$ cat src/rtl/pde_pkg.sv
package pde_pkg;

  typedef enum logic {
    MODE_P = 1'b0,
    MODE_N = 1'b1
  } enc_mode_e;

  // Number of shift steps for one request: every index from val up to limit inclusive.
  function automatic logic [31:0] iter_count(input logic [31:0] val, input logic [31:0] limit);
    if (val > limit) return 32'd0;
    return limit - val + 32'd1;
  endfunction

  function automatic int unsigned max2(input int unsigned a, input int unsigned b);
    return (a > b) ? a : b;
  endfunction

endpackage

$ cat src/rtl/pde_lfsr_step.sv
module pde_lfsr_step #(
  parameter int unsigned      W    = 5,
  parameter logic [W-1:0]     TAPS = 5'b00101
) (
  input  logic [W-1:0] cur,
  output logic [W-1:0] nxt
);
  // Feedback enters at the top bit, the rest shift toward bit 0.
  assign nxt = {^(cur & TAPS), cur[W-1:1]};
endmodule

$ cat src/rtl/pde_special.sv
module pde_special #(
  parameter int unsigned VAL_W  = 10,
  parameter int unsigned CODE_W = 10,
  parameter int unsigned P_SP0  = 'h7F,
  parameter int unsigned P_SP1  = 'h62,
  parameter int unsigned P_SP2  = 'h42,
  parameter int unsigned N_SP0  = 'h3FF,
  parameter int unsigned N_SP1  = 'h302,
  parameter int unsigned N_SP2  = 'h202
) (
  input  logic              mode,
  input  logic [VAL_W-1:0]  value,
  output logic              hit,
  output logic [CODE_W-1:0] code
);
  import pde_pkg::*;

  assign hit = (value < VAL_W'(3));

  always_comb begin
    code = '0;
    if (enc_mode_e'(mode) == MODE_P) begin
      case (value[1:0])
        2'd0:    code = CODE_W'(P_SP0);
        2'd1:    code = CODE_W'(P_SP1);
        default: code = CODE_W'(P_SP2);
      endcase
    end else begin
      case (value[1:0])
        2'd0:    code = CODE_W'(N_SP0);
        2'd1:    code = CODE_W'(N_SP1);
        default: code = CODE_W'(N_SP2);
      endcase
    end
  end
endmodule

$ cat src/rtl/pde_step_counter.sv
module pde_step_counter #(
  parameter int unsigned CNT_W = 10
) (
  input  logic             clk,
  input  logic             rst_n,
  input  logic             load,
  input  logic [CNT_W-1:0] load_val,
  input  logic             dec,
  output logic [CNT_W-1:0] left,
  output logic             empty
);
  logic [CNT_W-1:0] cnt_q;

  always_ff @(posedge clk or negedge rst_n) begin
    if (!rst_n)    cnt_q <= '0;
    else if (load) cnt_q <= load_val;
    else if (dec)  cnt_q <= cnt_q - CNT_W'(1);
  end

  assign left  = cnt_q;
  assign empty = (cnt_q == '0);
endmodule

$ cat src/rtl/pll_div_encoder.sv
module pll_div_encoder #(
  parameter int unsigned VAL_W    = 10,
  parameter int unsigned P_LFSR_W = 5,
  parameter int unsigned P_CODE_W = 7,
  parameter int unsigned P_TAPS   = 'b00101,
  parameter int unsigned P_SEED   = 'h10,
  parameter int unsigned P_LIMIT  = 'h200,
  parameter int unsigned P_SP0    = 'h7F,
  parameter int unsigned P_SP1    = 'h62,
  parameter int unsigned P_SP2    = 'h42,
  parameter int unsigned N_LFSR_W = 8,
  parameter int unsigned N_CODE_W = 10,
  parameter int unsigned N_TAPS   = 'h1D,
  parameter int unsigned N_SEED   = 'h80,
  parameter int unsigned N_LIMIT  = 'h100,
  parameter int unsigned N_SP0    = 'h3FF,
  parameter int unsigned N_SP1    = 'h302,
  parameter int unsigned N_SP2    = 'h202
) (
  input  logic             clk,
  input  logic             rst_n,
  input  logic             start,
  input  logic             mode,
  input  logic [VAL_W-1:0] value,
  output logic             busy,
  output logic             done,
  output logic [pde_pkg::max2(P_CODE_W, N_CODE_W)-1:0] code
);
  import pde_pkg::*;

  localparam int unsigned CODE_W    = max2(P_CODE_W, N_CODE_W);
  localparam int unsigned ST_W      = max2(P_LFSR_W, N_LFSR_W);
  localparam int unsigned LIMIT_MAX = max2(P_LIMIT, N_LIMIT);
  localparam int unsigned CNT_W     = $clog2(LIMIT_MAX + 2);

  // Registered state
  logic              busy_q, done_q, mode_q;
  logic [ST_W-1:0]   lfsr_q;
  logic [CODE_W-1:0] code_q;

  // Named internal events
  logic              accept;
  logic              finish;
  logic              spec_hit;
  logic [CODE_W-1:0] spec_code;
  logic [CNT_W-1:0]  steps_left;
  logic              cnt_empty;
  logic [CNT_W-1:0]  step_total;
  logic [ST_W-1:0]   seed_sel;
  logic [ST_W-1:0]   step_val;
  logic [CODE_W-1:0] result_code;

  assign accept = start & ~busy_q;
  assign finish = busy_q & cnt_empty;

  // One step instance per lane
  logic [P_LFSR_W-1:0] p_next;
  logic [N_LFSR_W-1:0] n_next;

  pde_lfsr_step #(.W(P_LFSR_W), .TAPS(P_LFSR_W'(P_TAPS))) u_step_p (
    .cur (lfsr_q[P_LFSR_W-1:0]),
    .nxt (p_next)
  );

  pde_lfsr_step #(.W(N_LFSR_W), .TAPS(N_LFSR_W'(N_TAPS))) u_step_n (
    .cur (lfsr_q[N_LFSR_W-1:0]),
    .nxt (n_next)
  );

  pde_special #(
    .VAL_W(VAL_W), .CODE_W(CODE_W),
    .P_SP0(P_SP0), .P_SP1(P_SP1), .P_SP2(P_SP2),
    .N_SP0(N_SP0), .N_SP1(N_SP1), .N_SP2(N_SP2)
  ) u_special (
    .mode  (mode),
    .value (value),
    .hit   (spec_hit),
    .code  (spec_code)
  );

  always_comb begin
    if (enc_mode_e'(mode) == MODE_P) begin
      step_total = CNT_W'(iter_count(32'(value), 32'(P_LIMIT)));
      seed_sel   = ST_W'(P_LFSR_W'(P_SEED));
    end else begin
      step_total = CNT_W'(iter_count(32'(value), 32'(N_LIMIT)));
      seed_sel   = ST_W'(N_LFSR_W'(N_SEED));
    end
  end

  always_comb begin
    if (enc_mode_e'(mode_q) == MODE_P) begin
      step_val    = ST_W'(p_next);
      result_code = CODE_W'(lfsr_q[P_LFSR_W-1:0]);
    end else begin
      step_val    = ST_W'(n_next);
      result_code = CODE_W'(lfsr_q[N_LFSR_W-1:0]);
    end
  end

  pde_step_counter #(.CNT_W(CNT_W)) u_counter (
    .clk      (clk),
    .rst_n    (rst_n),
    .load     (accept & ~spec_hit),
    .load_val (step_total),
    .dec      (busy_q & ~cnt_empty),
    .left     (steps_left),
    .empty    (cnt_empty)
  );

  always_ff @(posedge clk or negedge rst_n) begin
    if (!rst_n) begin
      busy_q <= 1'b0;
      done_q <= 1'b0;
      mode_q <= 1'b0;
      lfsr_q <= '0;
      code_q <= '0;
    end else begin
      done_q <= 1'b0;
      if (accept) begin
        mode_q <= mode;
        if (spec_hit) begin
          code_q <= spec_code;
          done_q <= 1'b1;
        end else begin
          busy_q <= 1'b1;
          lfsr_q <= seed_sel;
        end
      end else if (finish) begin
        busy_q <= 1'b0;
        done_q <= 1'b1;
        code_q <= result_code;
      end else if (busy_q) begin
        lfsr_q <= step_val;
      end
    end
  end

  assign busy = busy_q;
  assign done = done_q;
  assign code = code_q;

endmodule

$ cat config.mk
export PLATFORM = sky130hd
export DESIGN_NAME = pll_div_encoder
export DESIGN_NICKNAME = d
export VERILOG_FILES = /design/src/rtl/pde_pkg.sv /design/src/rtl/pde_lfsr_step.sv /design/src/rtl/pde_special.sv /design/src/rtl/pde_step_counter.sv /design/src/rtl/pll_div_encoder.sv
export SDC_FILE = /design/constraint.sdc
export NUM_CORES = 1
export LEC_CHECK = 0
export BUFFER_PORTS_ARGS = -buffer_cell sky130_fd_sc_hd__buf_2
export CORE_MARGIN = 8
export CORE_UTILIZATION = 61
export DETAILED_ROUTE_END_ITERATION = 10
export PLACE_DENSITY = 0.93
export SLEW_MARGIN = 20
export SYNTH_ARGS = -nofsm -noshare
export SYNTH_HDL_FRONTEND = slang
export SYNTH_SLANG_ARGS = --single-unit
$ cat constraint.sdc
create_clock -name clk -period 5.97 [get_ports clk]
set_clock_uncertainty 0.05 [all_clocks]
set_input_delay 0.8955 -clock clk [delete_from_list [all_inputs] [get_ports clk]]
set_output_delay 0.8955 -clock clk [all_outputs]
set_load 0.005 [all_outputs]
# == Yosys cells after proc, flatten, opt, wreduce, memory -nomap -nowiden ==
# Index checks and enable logic that the tools add are counted.
# Widths: inputs -> output; s select.
# word_totals
wordCells,65
register_bits,31
input_bits,14
output_inout_bits,12
# classes
n_reduce_logical,10
eq_ne,4
n_mux,30
n_bitwise,7
n_lt_le_gt_ge,3
add_sub_neg,5
# ops
op,count
$mux 10,11
$mux 8,7
$add 10x2->10 const B,2
$pmux 9 s2,1
$pmux 6 s2,1
$gt 10x10->1 const B,1
$gt 10x9->1 const B,1
$logic_not 10->1,1
$lt 10x2->1 const B,1
$mux 1,10
$sub 10x1->10 const B,1
$sub 10x10->10 const A,1
$sub 9x10->10 const A,1
$reduce_xor 8->1,1
$reduce_bool 2->1,3
$reduce_xor 5->1,1
$and 1x1->1,4
$ne 2x2->1 const B,2
$reduce_and 2->1,2
$not 1->1,3
$reduce_and 3->1,1
$eq 2x1->1 const B,1
$logic_not 2->1,1
$ne 2x1->1 const B,1

# == Logic depth before layout (Yosys ltp) ==
# Gate-level depths: netlist of the first run.
# logic_depth
ltp_word,6
depth_mapped,7
depth_no_buf,6

# == By module ==
# From an unflattened synthesis of the first run, not the netlist that was laid out.
# unflattened
cells_unflattened,213
area_unflattened_um2,2044.5
# by_module_without_submodules
module,area_each_um2,n_inst,cells_per_inst,seq_area_each_um2
pll_div_encoder,1270.0,1,121,525.5
pde_step_counter,566.8,1,62,250.2
pde_special,90.1,1,15,0.0
pde_lfsr_step (u_step_n),78.8,1,10,0.0
pde_lfsr_step (u_step_p),38.8,1,5,0.0

# == Least setup slack after synthesis of the first run ==
# No wires, ideal clock.
# synth_timing
path_kind,in2reg
start,in value[1]
end,reg code_q[2] (netlist: code[2])
arrival_ps,2189
slack_ps,3607
path_stages,6
cell_sequence,buf_2 -> a2111oi_2 -> nand3_1 -> o22ai_2 -> buf_6 -> mux2_2
# synth_between
elab_chain_len,5
word_cells_on_any_way,10
cone_classes,order compare: 1; eq/ne: 2; mux: 5; reduce/logical: 2
# synth_rtl
element,line_no,text
start: declaration,pll_div_encoder.sv:24,"input logic [VAL_W-1:0] value,"
"parallel branches: the longest is 5 deep, another holds $lt 10x2->1",n/a,
end signal: assignment,pll_div_encoder.sv:123,code_q <= spec_code;
end signal: assignment,pll_div_encoder.sv:132,code_q <= result_code;
end: declaration,pll_div_encoder.sv:39,logic [CODE_W-1:0] code_q;
# Parallel ways; which one is timed is not known. The select of a mux whose other input is x is not followed.
# A chain may end at the register's enable or synchronous reset.

# == Worst setup path in the final report of the first run ==
# layout_timing
start,reg u_counter.cnt_q[0] (netlist: u_counter.left[0])
end,reg code_q[3] (netlist: code[3])
# layout_between
elab_chain_len,4
# layout_rtl
element,line_no,text
start: declaration,pde_step_counter.sv:12,logic [CNT_W-1:0] cnt_q;
start signal: assignment,pde_step_counter.sv:16,else if (load) cnt_q <= load_val;
start signal: assignment,pde_step_counter.sv:17,else if (dec) cnt_q <= cnt_q - CNT_W'(1);
$logic_not 10->1,pde_step_counter.sv:21,assign empty = (cnt_q == '0);
$and 1x1->1,pll_div_encoder.sv:54,assign finish = busy_q & cnt_empty;
$reduce_bool 2->1 (no source line),n/a,
$reduce_and 2->1 (no source line),n/a,
# No other way between the ends.

==> summary.txt, run 1 <==
Run status
  – Status: finished, final reports clean

Floorplan
  – Placeable core region: 2780 µm²
  – Die Span Y: ~70 µm
  – Number of placement rows: 19
  – Effective utilization at floorplan: 64.6%
  – Die area: 4940 µm²
  – Number of placed I/O pins: 26
  – Die width: roughly 70 µm

Synthesis
  – Count of flip-flops with a built-in enable after synthesis: 0
  – Asr flop ratio synth: 100%
  – Average cell area after synthesis: 10.0 µm²
  – Synthesized area: 1800 µm²
  – Synth Warn #: 0
  – Number of instances in the synthesized netlist: roughly 180
  – Register bit count reported by yosys: 31
  – Most used DFF post-synth: sky130_fd_sc_hd__dfrtp_1
  – Sequential-to-total area share from yosys stat: between 40% and 50%
  – Distinct cells, synth: between 40 and 50
  – Post-Synthesis Net Count: 195

Worst setup path
  – Launch instance of the worst register-to-register path: u_counter.left[0]$_DFFE_PN0P_
  – Max FO, Critical Path: 11
  – Cell family contributing the most delay on the critical path: simple AND/OR/NAND/NOR gates
  – Crit path capture type: register
  – Setup CP Type: register to register
  – Number of cells traversed by the worst register-to-register path: 6
  – Arrival time of data at the critical path endpoint: 2700 ps
  – Critical Path Start Type: register
  – Endpoint of the lowest-slack register-to-register path: code[3]$_DFFE_PN0P_
  – CP cell instances: inv_1 -> ha_1 -> nor2b_1 -> nand3_2 -> o22ai_2 -> mux2_2
  – Worst EP required: 6170 ps
  – Number of buffers and inverters on the critical path: 1
  – Flop2flop setup slack: 3480 ps
  – Worst path max stage delay: approximately 580 ps
  – Worst path slowest cell: sky130_fd_sc_hd__o22ai_2

Global route
  – Congestion Overflow GR: 0
  – Largest net degree at the start of global routing: 32
  – Vias in the first global route: between 1500 and 2000
  – Global-route wire length before repair: between 7 and 8 mm
  – Antenna violations before repair: 0
  – Global-route usage over all layers: 18.7%

Drt
  – Met2 routed WL: 2.11 mm
  – ANT nets after route: 0
  – Remaining design rule violation count: 0
  – Total via count in the routed design: 1521
  – First-pass detailed-route iteration total: 4
  – DR WL met3: 261 µm
  – Wire length after detailed routing: approximately 4.4 mm
  – Via density: 6.39
  – Wl on met1: 1.91 mm
  – Violation count after the first detailed-routing iteration: 86
  – Routed len/inst: between 15 and 20 µm
  – Highest metal layer with signal wires: met4

CTS
  – Clock net sink count: 31
  – Clock buffer depth: 2
  – TritonCTS Buffers: 5
  – Clk slew on worst S/H paths: 110 ps
  – Total of hold buffers inserted after clock tree synthesis: 0
  – Post-cts gate resize count: 0
  – Clock tree from TritonCTS: done
  – Clock Latency Late Sink: 360 ps
  – Setup fix buffers added after clock tree synthesis: 0
  – Number of H-tree levels: 2
  – CTS Root Buffer Type: sky130_fd_sc_hd__clkbuf_4

STA
  – Setup TNS Final: 0 ps
  – Worst path setup slack after routing: 3480 ps
  – Headroom to the max-slew limit: 52.7%
  – Endpoints failing setup: 0
  – Period utilisation layout: 41.8%
  – Count of pins over their slew limit: 0
  – Achievable Freq: 0.401 GHz
  – Final number of hold-violating endpoints: 0
  – Actual slew at the worst max-slew pin: 708 ps
  – Final period demand of the worst path: ~2500 ps
  – Unrepaired setup endpoints after global routing: false

Hold path
  – Class of the most critical hold timing path: register to register
  – Endpoint of the worst hold-timing path: code[0]$_DFFE_PN0P_
  – Worst hold path depth: 1
  – Worst hold start: code[0]$_DFFE_PN0P_

Placed design
  – Placer congestion estimate: 1.02
  – DP Wirelength: 3.01 mm
  – Port bufs: 25
  – Post-placement setup slack: around 3200 ps

Power and ir drop
  – Pwr Density: approximately 470 nW/µm²
  – Maximum ir drop on the vdd rail: 0.000386 V
  – Leakage power of the design: ~0.95 nW

Final layout
  – Antenna diode instance count: 0
  – Share of post-route cells with drive strength above 1: 25.1%
  – Relative area change from synthesis to final layout: 12.3%
  – Final nets: between 200 and 250

Run
  – Max_cap viols: 0
==> sequential cells by signal, summed over array words and instances (netlist names) <==
signal,cells
mode_q,1
busy,1
u_counter.left,10
done,1
lfsr_q,8
code,10
==> through the flow <==
| step | power [mW] | area (µm²) | utilization (%) | std cells | hold slack, ps |
|---|---|---|---|---|---|
| 3_3_place_gp | 0.724 | 1930 | 69.4 | 230 | 435 |
| 5_1_grt | 1.00 | 2020 | 72.5 | 238 | 494 |
| 6_report | 0.939 | 2020 | 72.5 | 238 | 467 |
| 2_1_floorplan | 0.638 | 1800 | - | 179 | 422 |
| 3_5_place_dp | 0.750 | 1930 | 69.4 | 230 | 445 |
| 4_1_cts | 0.935 | 2020 | 72.5 | 238 | 471 |
==> synthesized netlist by cell type, drive strengths merged (3+ instances only) <==
cell type / count / area, µm²
o22ai: 10 / 68.8
a32o: 4 / 40.0
dfrtp: 31 / 776
inv: 12 / 45.0
nand3: 6 / 35.0
a31oi: 4 / 31.3
nand2: 15 / 56.3
mux2: 10 / 113
nand4: 3 / 18.8
nor3: 7 / 40.0
nor2b: 4 / 25.0
buf: 4 / 26.3
nor2: 11 / 48.8
xnor2: 6 / 52.6
nor4: 4 / 46.3
mux2i: 5 / 50.1
o21ai: 5 / 25.0
xor2: 7 / 61.3
a21oi: 6 / 30.0
==> placed cells by master (no fill, tap or decap), types with 3 or more instances in the layout <==
| cell | n |
|---|---|
| sky130_fd_sc_hd__a21oi_1 | 6 |
| sky130_fd_sc_hd__o21ai_0 | 4 |
| sky130_fd_sc_hd__dfrtp_1 | 31 |
| sky130_fd_sc_hd__inv_1 | 12 |
| sky130_fd_sc_hd__nor2_1 | 10 |
| sky130_fd_sc_hd__clkbuf_4 | 5 |
| sky130_fd_sc_hd__xnor2_1 | 6 |
| sky130_fd_sc_hd__mux2_2 | 10 |
| sky130_fd_sc_hd__a31oi_1 | 3 |
| sky130_fd_sc_hd__nand4_1 | 3 |
| sky130_fd_sc_hd__nor3_1 | 6 |
| sky130_fd_sc_hd__buf_2 | 25 |
| sky130_fd_sc_hd__nand3_1 | 5 |
| sky130_fd_sc_hd__o22ai_1 | 9 |
| sky130_fd_sc_hd__nor2b_1 | 4 |
| sky130_fd_sc_hd__xor2_1 | 7 |
| sky130_fd_sc_hd__mux2i_1 | 5 |
| sky130_fd_sc_hd__nand2_1 | 15 |
| sky130_fd_sc_hd__a32o_1 | 4 |
==> worst max path at each step <==
stage | start | end | cells past startpoint
2_1_floorplan | value[1] | code[2]$_DFFE_PN0P_ | 6
3_3_place_gp | value[6] | code[4]$_DFFE_PN0P_ | 5
3_5_place_dp | value[6] | code[3]$_DFFE_PN0P_ | 5
4_1_cts | u_counter.left[0]$_DFFE_PN0P_ | code[6]$_DFFE_PN0P_ | 6
5_1_grt | u_counter.left[0]$_DFFE_PN0P_ | code[6]$_DFFE_PN0P_ | 6
6_report | u_counter.left[0]$_DFFE_PN0P_ | code[3]$_DFFE_PN0P_ | 6
==> worst register-to-register path: cells and delay by family (launching register included) <==
family | cells | cell delay, ps
buffers and inverters | 1 | 80
multiplexers | 1 | 410
flip-flops | 1 | 430
AND/OR/NAND/NOR | 2 | 650
adder cells (fa/ha/maj) | 1 | 190
AO/OA/AOI/OAI | 1 | 580
==> report_power, final <==
part | internal, mW | leakage, nW | switching [mW]
registers | 0.291 | 0.399 | 0.0867
clock network | 0.0989 | 0.0482 | 0.0815
logic | 0.181 | 0.499 | 0.201
==> routing by layer <==
layer,track usage (%),up-vias
met4,7.37,0
met3,7.20,12
met2,28.7,57
met1,23.1,742
met5,0,-
li1,-,710
==> cell families (layout without fill, tap and decap cells) <==
kind of cell	Yosys count	after routing	synth area share, %
simple gates	63	63	20.7
buf+inv	17	45	4.18
xor+xnor	13	13	6.34
compound gates	38	38	15.1
fa+ha+maj	2	2	1.39
flops	31	31	43.2
mux	15	15	9.06
==> layout make-up <==
class,instances,area [µm²]
inverters,12,45.0
repair buffers,25,125
fillers,193,766
flip-flops and latches,31,776
clock inverters,2,35.0
multi-input cells,131,945
clock buffers,6,51.3
well taps,31,38.8
(Power assumes the default switching activity.)
==> inputs of run 2 (changes only) <==
--- a/config.mk
+++ b/config.mk
@@ -7,9 +7,9 @@
 export LEC_CHECK = 0
 export BUFFER_PORTS_ARGS = -buffer_cell sky130_fd_sc_hd__buf_2
 export CORE_MARGIN = 8
-export CORE_UTILIZATION = 61
+export CORE_UTILIZATION = 51
 export DETAILED_ROUTE_END_ITERATION = 10
-export PLACE_DENSITY = 0.93
+export PLACE_DENSITY = 0.84
 export SLEW_MARGIN = 20
 export SYNTH_ARGS = -nofsm -noshare
 export SYNTH_HDL_FRONTEND = slang
==> constraint.sdc (replaced) <==
create_clock -name clk -period 2.21 [get_ports clk]
set_clock_uncertainty 0.05 [all_clocks]
set_input_delay 0.3315 -clock clk [delete_from_list [all_inputs] [get_ports clk]]
set_output_delay 0.3315 -clock clk [all_outputs]
set_load 0.005 [all_outputs]
==> summary.txt, run 2 (same netlist as run 1, synthesis figures left out) <==
Floorplan
  – Die width: 75.3 µm
  – Die Span Y: 75.3 µm
  – Placeable core region: 3360 µm²
  – Die area: 5680 µm²
  – Number of placement rows: 21
  – Number of placed I/O pins: 26
  – Effective utilization at floorplan: between 50% and 60%

STA
  – Unrepaired setup endpoints after global routing: false
  – Final number of hold-violating endpoints: 0
  – Setup TNS Final: 0 ps
  – Final period demand of the worst path: 2060 ps
  – Actual slew at the worst max-slew pin: between 600 and 700 ps
  – Period utilisation layout: 93.1%
  – Headroom to the max-slew limit: 55.9%
  – Achievable Freq: about 0.49 GHz
  – Endpoints failing setup: 0
  – Count of pins over their slew limit: 0

CTS
  – Clock buffer depth: 2
  – Clock Latency Late Sink: approximately 330 ps
  – Clock net sink count: 31
  – TritonCTS Buffers: 5
  – CTS Root Buffer Type: sky130_fd_sc_hd__clkbuf_4
  – Clk slew on worst S/H paths: 100 ps
  – Number of H-tree levels: 2
  – Setup fix buffers added after clock tree synthesis: 0
  – Clock tree from TritonCTS: done

Global route
  – Vias in the first global route: 1476
  – Antenna violations before repair: 0
  – Global-route usage over all layers: 16.0%
  – Congestion Overflow GR: 0
  – Largest net degree at the start of global routing: 32
  – Global-route wire length before repair: 6.89 mm

Drt
  – Via density: 5.74
  – Met2 routed WL: 1.95 mm
  – ANT nets after route: 0
  – Wire length after detailed routing: about 4.0 mm
  – Highest metal layer with signal wires: met4
  – First-pass detailed-route iteration total: 4
  – Routed len/inst: approximately 16 µm
  – Remaining design rule violation count: 0
  – Wl on met1: 1.84 mm
  – Total via count in the routed design: 1493
  – DR WL met3: about 210 µm
  – Violation count after the first detailed-routing iteration: 98

Worst setup path
  – Max FO, Critical Path: 11
  – Setup CP Type: register to register
  – Crit path capture type: register
  – Critical path startpoint: u_counter.left[0]$_DFFE_PN0P_
  – Critical Path Start Type: register
  – Launch instance of the worst register-to-register path: u_counter.left[0]$_DFFE_PN0P_
  – Worst EP required: 2390 ps
  – Arrival time of data at the critical path endpoint: 2230 ps

Power and ir drop
  – Leakage power of the design: 0.973 nW
  – Pwr Density: about 1200 nW/µm²
  – Maximum ir drop on the vdd rail: just under 0.0006 V

Placed design
  – Port bufs: 25
  – Placed standard-cell area: 2010 µm²
  – DP Wirelength: 2.94 mm
  – Placer congestion estimate: 0.813

Run status
  – Status: finished, final reports clean

Final layout
  – Most common cell after layout, fill and taps aside: sky130_fd_sc_hd__dfrtp_1
  – Final nets: 229
  – Relative area change from synthesis to final layout: 16.3%
  – Share of post-route cells with drive strength above 1: about 27%
  – Non-Filler Cell Area, Final: around 2100 µm²
  – Top library cells by usage in the layout, fill and taps aside: sky130_fd_sc_hd__dfrtp_1 (31), sky130_fd_sc_hd__buf_2 (25), sky130_fd_sc_hd__nand2_1 (15), sky130_fd_sc_hd__inv_1 (12)
  – Fill cell total of the finished layout: ~290
  – Antenna diode instance count: 0

Hold path
  – Worst hold start: value[0]
  – Class of the most critical hold timing path: primary input to register

Run
  – Max_cap viols: 0
-- run 2: cell type report --
class                           count  area, µm²  share of cell area, %
Sequential cell                    31        776                   37.1
Clock inverter                      1       7.51                  0.359
Inverter                           12       45.0                   2.16
Timing Repair Buffer               32        193                   9.23
Multi-Input combinational cell    131        945                   45.2
Clock buffer                        7       65.1                   3.12
Tap cell                           46       57.6                   2.76
-- run 2: routing by layer --
| metal | up-vias | global-route usage [%] |
|---|---|---|
| met4 | 0 | 7.04 |
| met1 | 727 | 20.2 |
| met2 | 43 | 25.0 |
| li1 | 719 | - |
| met5 | - | 0 |
| met3 | 4 | 4.34 |
-- run 2: where the power goes --
group / internal (mW) / switching (mW) / total, mW
clock: 0.186 / 0.200 / 0.386
sequential: 0.785 / 0.226 / 1.01
combinational: 0.539 / 0.516 / 1.05
total: 1.51 / 0.942 / 2.45
-- run 2: path summary, 6_finish.rpt --
path | to | cells past startpoint | slack (ps)
setup / recovery | code[4]$_DFFE_PN0P_ | 7 | 150
hold / removal | u_counter.left[0]$_DFFE_PN0P_ | 2 | 270
setup reg to reg | code[4]$_DFFE_PN0P_ | 7 | 150
hold reg to reg | code[3]$_DFFE_PN0P_ | 1 | 460
max in group asynchronous | mode_q$_DFFE_PN0P_ | 2 | 1190
min in group asynchronous | u_counter.left[8]$_DFFE_PN0P_ | 2 | 500
-- run 2: worst max-delay path, stage by stage (launching register included) --
cell                      delay, ps
sky130_fd_sc_hd__dfrtp_1        430
sky130_fd_sc_hd__inv_1           70
sky130_fd_sc_hd__ha_1           180
sky130_fd_sc_hd__nor2b_1        260
sky130_fd_sc_hd__nand3_2        200
sky130_fd_sc_hd__o22ai_2        240
sky130_fd_sc_hd__buf_12         160
sky130_fd_sc_hd__mux2_2         340
-- run 2: stage by stage --
stage	utilization [%]	power [mW]	instances	hold slack, ps	setup slack, ps
global placement	59.6	2.02	251	365	196
global route	62.1	2.65	260	280	21.3
CTS	62.1	2.46	260	263	155
finish	62.1	2.45	260	271	153
detailed placement	59.6	2.06	251	352	162
floorplan	-	1.72	179	-14.1	252
-- run 2: what timing repair did --
| action | 4_1_cts | 5_1_grt |
|---|---|---|
| hold buffers | 1 | 0 |
| hold endpoints to repair | 31 | 0 |
| resized for setup | 0 | 0 |
